**src/rtl/pirq_pkg.sv**
```systemverilog
package pirq_pkg;
  localparam int DW      = 8;
  localparam int AW      = 2;
  localparam int NEV     = 4;
  localparam int NSUM    = 2;

  // event vector positions
  localparam int EV_T1   = 0;
  localparam int EV_T2   = 1;
  localparam int EV_WG   = 2;
  localparam int EV_C5   = 3;

  // event i lives at bit 2*i of the secondary byte
  localparam int SEC_STRIDE = 2;
  localparam logic [DW-1:0] SEC_RSV = 8'hAA;

  // summary index and byte position in the primary registers
  localparam int SUM_TOVF = 0;
  localparam int SUM_PI   = 1;
  localparam int PB_TOVF  = 0;
  localparam int PB_PI    = 5;

  localparam logic [AW-1:0] A_SMASK = 2'd0;
  localparam logic [AW-1:0] A_SPEND = 2'd1;
  localparam logic [AW-1:0] A_PMASK = 2'd2;
  localparam logic [AW-1:0] A_PPEND = 2'd3;

  function automatic int sum_pos(input int s);
    return (s == SUM_PI) ? PB_PI : PB_TOVF;
  endfunction
endpackage

```
**src/rtl/pirq_sec_bank.sv**
```systemverilog
module pirq_sec_bank
  import pirq_pkg::*;
(
  input  logic           clk,
  input  logic           rst_n,
  input  logic [NEV-1:0] evt_i,
  input  logic           mask_we_i,
  input  logic [DW-1:0]  wdata_i,
  input  logic           rd_clr_i,
  output logic [NEV-1:0] mask_o,
  output logic [NEV-1:0] pend_o,
  output logic [NEV-1:0] qual_o
);
  logic [NEV-1:0] mask_d, mask_q;
  logic [NEV-1:0] pend_d, pend_q;

  for (genvar i = 0; i < NEV; i++) begin : g_ev
    always_comb begin
      mask_d[i] = mask_q[i];
      if (mask_we_i) mask_d[i] = wdata_i[SEC_STRIDE*i];
      // new event outranks a read-clear
      pend_d[i] = evt_i[i] | (pend_q[i] & ~rd_clr_i);
    end
    assign qual_o[i] = evt_i[i] & mask_q[i];
  end

  always_ff @(posedge clk or negedge rst_n) begin
    if (!rst_n) begin
      mask_q <= '0;
      pend_q <= '0;
    end else begin
      mask_q <= mask_d;
      pend_q <= pend_d;
    end
  end

  assign mask_o = mask_q;
  assign pend_o = pend_q;
endmodule

```
**src/rtl/pirq_summary.sv**
```systemverilog
module pirq_summary (
  input  logic clk,
  input  logic rst_n,
  input  logic set_i,
  input  logic ack_i,
  input  logic swclr_i,
  output logic pend_o
);
  logic pend_d, pend_q;

  always_comb begin
    pend_d = pend_q;
    if (ack_i || swclr_i) pend_d = 1'b0;
    if (set_i)            pend_d = 1'b1;
  end

  always_ff @(posedge clk or negedge rst_n) begin
    if (!rst_n) pend_q <= 1'b0;
    else        pend_q <= pend_d;
  end

  assign pend_o = pend_q;
endmodule

```
**src/rtl/pirq_rdmux.sv**
```systemverilog
module pirq_rdmux
  import pirq_pkg::*;
(
  input  logic [AW-1:0]   addr_i,
  input  logic [NEV-1:0]  smask_i,
  input  logic [NEV-1:0]  spend_i,
  input  logic [NSUM-1:0] pmask_i,
  input  logic [NSUM-1:0] ppend_i,
  output logic [DW-1:0]   rdata_o
);
  logic [DW-1:0] smask_b, spend_b, pmask_b, ppend_b;

  always_comb begin
    smask_b = SEC_RSV;
    spend_b = SEC_RSV;
    pmask_b = '0;
    ppend_b = '0;
    for (int i = 0; i < NEV; i++) begin
      smask_b[SEC_STRIDE*i] = smask_i[i];
      spend_b[SEC_STRIDE*i] = spend_i[i];
    end
    for (int s = 0; s < NSUM; s++) begin
      pmask_b[sum_pos(s)] = pmask_i[s];
      ppend_b[sum_pos(s)] = ppend_i[s];
    end
    unique case (addr_i)
      A_SMASK: rdata_o = smask_b;
      A_SPEND: rdata_o = spend_b;
      A_PMASK: rdata_o = pmask_b;
      default: rdata_o = ppend_b;
    endcase
  end
endmodule

```
**src/rtl/pirq_cascade.sv**
```systemverilog
module pirq_cascade
  import pirq_pkg::*;
(
  input  logic          clk,
  input  logic          rst_n,
  input  logic [3:0]    evt_i,
  input  logic [1:0]    addr_i,
  input  logic [7:0]    wdata_i,
  input  logic          wr_en_i,
  input  logic          rd_en_i,
  output logic [7:0]    rdata_o,
  input  logic          ack_pi_i,
  input  logic          ack_tovf_i,
  output logic          irq_pi_o,
  output logic          irq_tovf_o
);
  logic [NEV-1:0]  smask_q, spend_q, qual;
  logic [NSUM-1:0] pmask_d, pmask_q, ppend_q;
  logic [NSUM-1:0] sum_set, sum_ack, sum_swclr, sum_smask;
  logic            smask_we, spend_clr, pmask_we, ppend_we;

  assign smask_we  = wr_en_i && (addr_i == A_SMASK);
  assign spend_clr = rd_en_i && (addr_i == A_SPEND);
  assign pmask_we  = wr_en_i && (addr_i == A_PMASK);
  assign ppend_we  = wr_en_i && (addr_i == A_PPEND);

  pirq_sec_bank u_sec (
    .clk       (clk),
    .rst_n     (rst_n),
    .evt_i     (evt_i),
    .mask_we_i (smask_we),
    .wdata_i   (wdata_i),
    .rd_clr_i  (spend_clr),
    .mask_o    (smask_q),
    .pend_o    (spend_q),
    .qual_o    (qual)
  );

  assign sum_set[SUM_TOVF]   = qual[EV_T1] | qual[EV_T2];
  assign sum_set[SUM_PI]     = qual[EV_WG] | qual[EV_C5];
  assign sum_smask[SUM_TOVF] = smask_q[EV_T1] | smask_q[EV_T2];
  assign sum_smask[SUM_PI]   = smask_q[EV_WG] | smask_q[EV_C5];
  assign sum_ack[SUM_TOVF]   = ack_tovf_i;
  assign sum_ack[SUM_PI]     = ack_pi_i;

  for (genvar s = 0; s < NSUM; s++) begin : g_sum
    assign sum_swclr[s] = ppend_we && !wdata_i[sum_pos(s)];
    always_comb begin
      pmask_d[s] = pmask_q[s];
      if (pmask_we) pmask_d[s] = wdata_i[sum_pos(s)];
    end
    pirq_summary u_sum (
      .clk     (clk),
      .rst_n   (rst_n),
      .set_i   (sum_set[s]),
      .ack_i   (sum_ack[s]),
      .swclr_i (sum_swclr[s]),
      .pend_o  (ppend_q[s])
    );
  end

  always_ff @(posedge clk or negedge rst_n) begin
    if (!rst_n) pmask_q <= '0;
    else        pmask_q <= pmask_d;
  end

  pirq_rdmux u_rd (
    .addr_i  (addr_i),
    .smask_i (smask_q),
    .spend_i (spend_q),
    .pmask_i (pmask_q),
    .ppend_i (ppend_q),
    .rdata_o (rdata_o)
  );

  assign irq_tovf_o = ppend_q[SUM_TOVF] & pmask_q[SUM_TOVF] & sum_smask[SUM_TOVF];
  assign irq_pi_o   = ppend_q[SUM_PI]   & pmask_q[SUM_PI]   & sum_smask[SUM_PI];
endmodule

```
**config.mk**
```make
export PLATFORM = sky130hd
export DESIGN_NAME = pirq_cascade
export DESIGN_NICKNAME = d
export VERILOG_FILES = /design/src/rtl/pirq_pkg.sv /design/src/rtl/pirq_sec_bank.sv /design/src/rtl/pirq_summary.sv /design/src/rtl/pirq_rdmux.sv /design/src/rtl/pirq_cascade.sv
export SDC_FILE = /design/constraint.sdc
export NUM_CORES = 1
export LEC_CHECK = 0
export ABC_AREA = 0
export BUFFER_PORTS_ARGS = -buffer_cell sky130_fd_sc_hd__buf_2
export CORE_MARGIN = 3
export CORE_UTILIZATION = 35
export DETAILED_ROUTE_END_ITERATION = 10
export PLACE_DENSITY = 0.68
export RECOVER_POWER = 100
export SYNTH_ARGS = -nofsm -noshare
export SYNTH_HDL_FRONTEND = slang
export SYNTH_SLANG_ARGS = --single-unit
```
**constraint.sdc**
```tcl
create_clock -name clk -period 1.1 [get_ports clk]
set_input_delay 0.22 -clock clk [delete_from_list [all_inputs] [get_ports clk]]
set_output_delay 0.22 -clock clk [all_outputs]
set_load 0.02 [all_outputs]
```
==> summary.txt <==
Worst setup path
  • Critical R2R Launch: u_sec.mask_o[2]$_DFFE_PN0P_
  • Crit path max fanout: 2
  • CP max-delay cell: mux4_2
  • Worst path max stage delay: between 400 and 500 ps
  • FF-to-FF End: g_sum[1].u_sum.pend_o$_DFFE_PN0P_
  • Worst path required time: 880 ps
  • Crit path cell chain: mux4_2, buf_6
  • Reg2Reg Depth: 3
  • CP Capture Type: output port
  • Reg2Reg Setup Slack: 150 ps
  • Kind of critical path: reg2out
  • CP startpoint kind: flip-flop
  • Arrival time of the worst setup path: approximately 1300 ps

CTS
  • Clock transition at path regs: 70 ps
  • Clk Latency, worst-skew pair: 270 ps
  • Clk Tree Root Cell: clkbuf_4
  • Sink Count: 12
  • Cts bufs inserted: 3
  • TritonCTS clock tree: done
  • H-tree Lvls: 1
  • Clock Tree Buf Depth: 2

Die
  • Initial Util: 0.399
  • Die Width: 48.9 µm
  • Die H: 48.9 µm
  • Num ports: 30
  • Row cnt: 14
  • Die ar.: 0.00239 mm²
  • Core area: 0.00161 mm²

Routing
  • DRC viols: 0
  • Routed Antenna Nets: 0
  • Post-DR wirelength/cell: between 10 and 15 µm
  • Via Count: 518
  • Post-Route WL: ~1400 µm
  • DRT iter0 DRCs: 8
  • First-pass DRT Iterations: 4
  • Vias/cell: 4.84

Synth
  • Synth cell count leaders: dfrtp_1, mux2_2, a21o_1, mux2i_1, nor2_1
  • Largest area contributor in the netlist: dfrtp_1
  • Async SR Flop Fraction: 1.00
  • Number of flops mapped to enable cells by yosys: 0
  • Post-synthesis average cell area: between 10 and 15 µm²
  • Gate Count Post-Synth: 49
  • Synth cell types: 18
  • Most common cell in the netlist: dfrtp_1
  • Syn_nets: 69
  • Primary FF master, synth: dfrtp_1
  • Register area share after synthesis: 0.467
  • Seq cells post-synth: 12
  • Post-Syn Area: 643 µm²
  • Area contributors post-synth: dfrtp_1, mux2_2, mux2i_1, a21o_1, and4b_2
  • YS warnings: 0
  • Yosys top cell area share: 0.467

Placed design
  • Placed cell area: 811 µm²
  • Place WS: -152 ps
  • Routability Congestion: 0.699
  • Hpwl dp: 1030 µm
  • Number of buffers added on ports: 26
  • Placed cell count: ~100

GRT
  • Largest net degree at the start of global routing: 13
  • Gr usage total: 0.127
  • First-pass GRT wire length: 2370 µm
  • Vias in the first global route: approximately 540
  • Initial antenna violation count: 0
  • GRT Residual Overflow: 0

Finish
  • Post-layout instance area: roughly 870 µm²
  • Layout cell share with drive strength beyond 1: 0.542
  • Area grow syn2layout: 34.6%
  • Layout Cells excl Fill: 107
  • ANT cells: 0
  • Reg area: ~300 µm²
  • Net count reported at finish: 105
  • Fill count: approximately 160
  • Multi-input logic area: 283 µm²

Run status
  • Outcome: finished, violations left
  • Failing checks: setup timing

Power
  • Clk pwr share: 0.220
  • Pwr Density: 1410 mW/mm²
  • Static Leakage: 0.427 nW
  • Switching part of the total: 0.297
  • P_sw: 363 µW
  • Seq pwr share: 0.456
  • Maximum VDD drop: about 0.93 mV
  • Comb power frac: 0.324
  • Total power: 1.22 mW
  • P_int: 859 µW

STA
  • Max Clock Skew: about 0.6 ps
  • Setup Total Neg Slack: -1400 ps
  • Final worst setup slack: -397 ps
  • Least-Margin Pin Slew: between 600 and 700 ps
  • FMAX: 668 MHz
  • Slew HR: 0.563
  • Min cycle time layout: 1500 ps
  • RSZ-0062 raised after global routing: yes
  • Final period util: 1.36
  • Max Slew Vio Count: 0
  • Final Setup Violations: 7
  • Final hold vios: 0

Flow run
  • MaxCap Viol Count: 0

Worst hold path
  • Hold Path Stages: 2
  • Origin of the worst min-delay path: evt_i[3]
  • Hold WC Path Type: in2reg
  • Hold EP: u_sec.pend_o[3]$_DFF_PN0_
-- power groups by stage --
stage | combinational, mW | sequential, mW | clock [mW]
detailed placement | 0.341 | 0.564 | 0
floorplan | 0.210 | 0.553 | 0
global route | 0.432 | 0.565 | 0.305
global placement | 0.337 | 0.563 | 0
finish | 0.396 | 0.557 | 0.268
CTS | 0.394 | 0.555 | 0.276
-- metrics by stage --
stage                util  hold slack [ps]
global route        0.537              129
floorplan               -            -75.6
finish              0.537              135
detailed placement  0.503              116
CTS                 0.543              134
global placement    0.503              111
-- worst max path at each step --
| stage | end | depth (start not counted) | slack, ps | from |
|---|---|---|---|---|
| 2_1_floorplan | rdata_o[0] | 1 | -20 | g_sum[0].u_sum.pend_o$_DFFE_PN0P_ |
| 3_3_place_gp | rdata_o[0] | 3 | -140 | addr_i[1] |
| 3_5_place_dp | rdata_o[0] | 3 | -150 | addr_i[1] |
| 4_1_cts | rdata_o[0] | 2 | -390 | u_sec.pend_o[0]$_DFF_PN0_ |
| 5_1_grt | rdata_o[0] | 2 | -420 | u_sec.mask_o[0]$_DFFE_PN0P_ |
| 6_report | rdata_o[0] | 2 | -400 | u_sec.mask_o[0]$_DFFE_PN0P_ |
-- metal layers --
layer / share of wire / track usage
met5: 0 / 0
met2: 0.45 / 0.188
met4: 0.015 / 0.0711
met3: 0.075 / 0.0275
met1: 0.46 / 0.170
-- worst max-delay path, delay by kind of cell, from the launching register on --
| kind | cells | cell delay, ps |
|---|---|---|
| buffers and inverters | 1 | 150 |
| muxes | 1 | 460 |
| DFF | 1 | 400 |
-- cells by family after synthesis --
family	count (synthesis)	share of synthesized area
DFF	12	0.467
muxes	11	0.202
and+or+nand+nor	11	0.150
AOI/OAI and AO/OA	10	0.117
buffers and inverters	5	0.0642
-- flip-flops by register name, indices dropped and copies added (netlist names) --
| name | count |
|---|---|
| u_sec.pend_o | 4 |
| pmask_q | 2 |
| u_sec.mask_o | 4 |
| g_sum.u_sum.pend_o | 2 |
-- area by class of cell --
cell class	count	share of cell area
Multi-Input combinational cell	32	0.327
Sequential cell	12	0.347
Timing Repair Buffer	35	0.262
Clock buffer	3	0.0260
Tap cell	24	0.0347
Inverter	1	0.00434
-- repair_timing --
action                     4_1_cts  5_1_grt
hold endpoints to repair        12        0
hold buffers                     1        0
resized for setup                8        2
setup buffers                    1        2
pin swaps                        2        4
setup endpoints to repair        7        7
-- cell usage in the layout, fill, tap and decap left out, types with 2 or more instances in the layout --
cell,Yosys,routed
mux2i_1,4,4
nand2b_1,2,2
buf_2,0,16
nor2_1,3,3
a22oi_1,2,2
dfrtp_1,12,12
o21ai_0,2,2
buf_4,2,7
clkbuf_4,0,3
and4b_2,2,2
mux2_2,6,6
a21o_1,4,4
clkbuf_1,0,2
o211a_1,2,2
clkbuf_2,0,4
nand3b_1,1,2
buf_6,2,5
(Power assumes the default switching activity.)
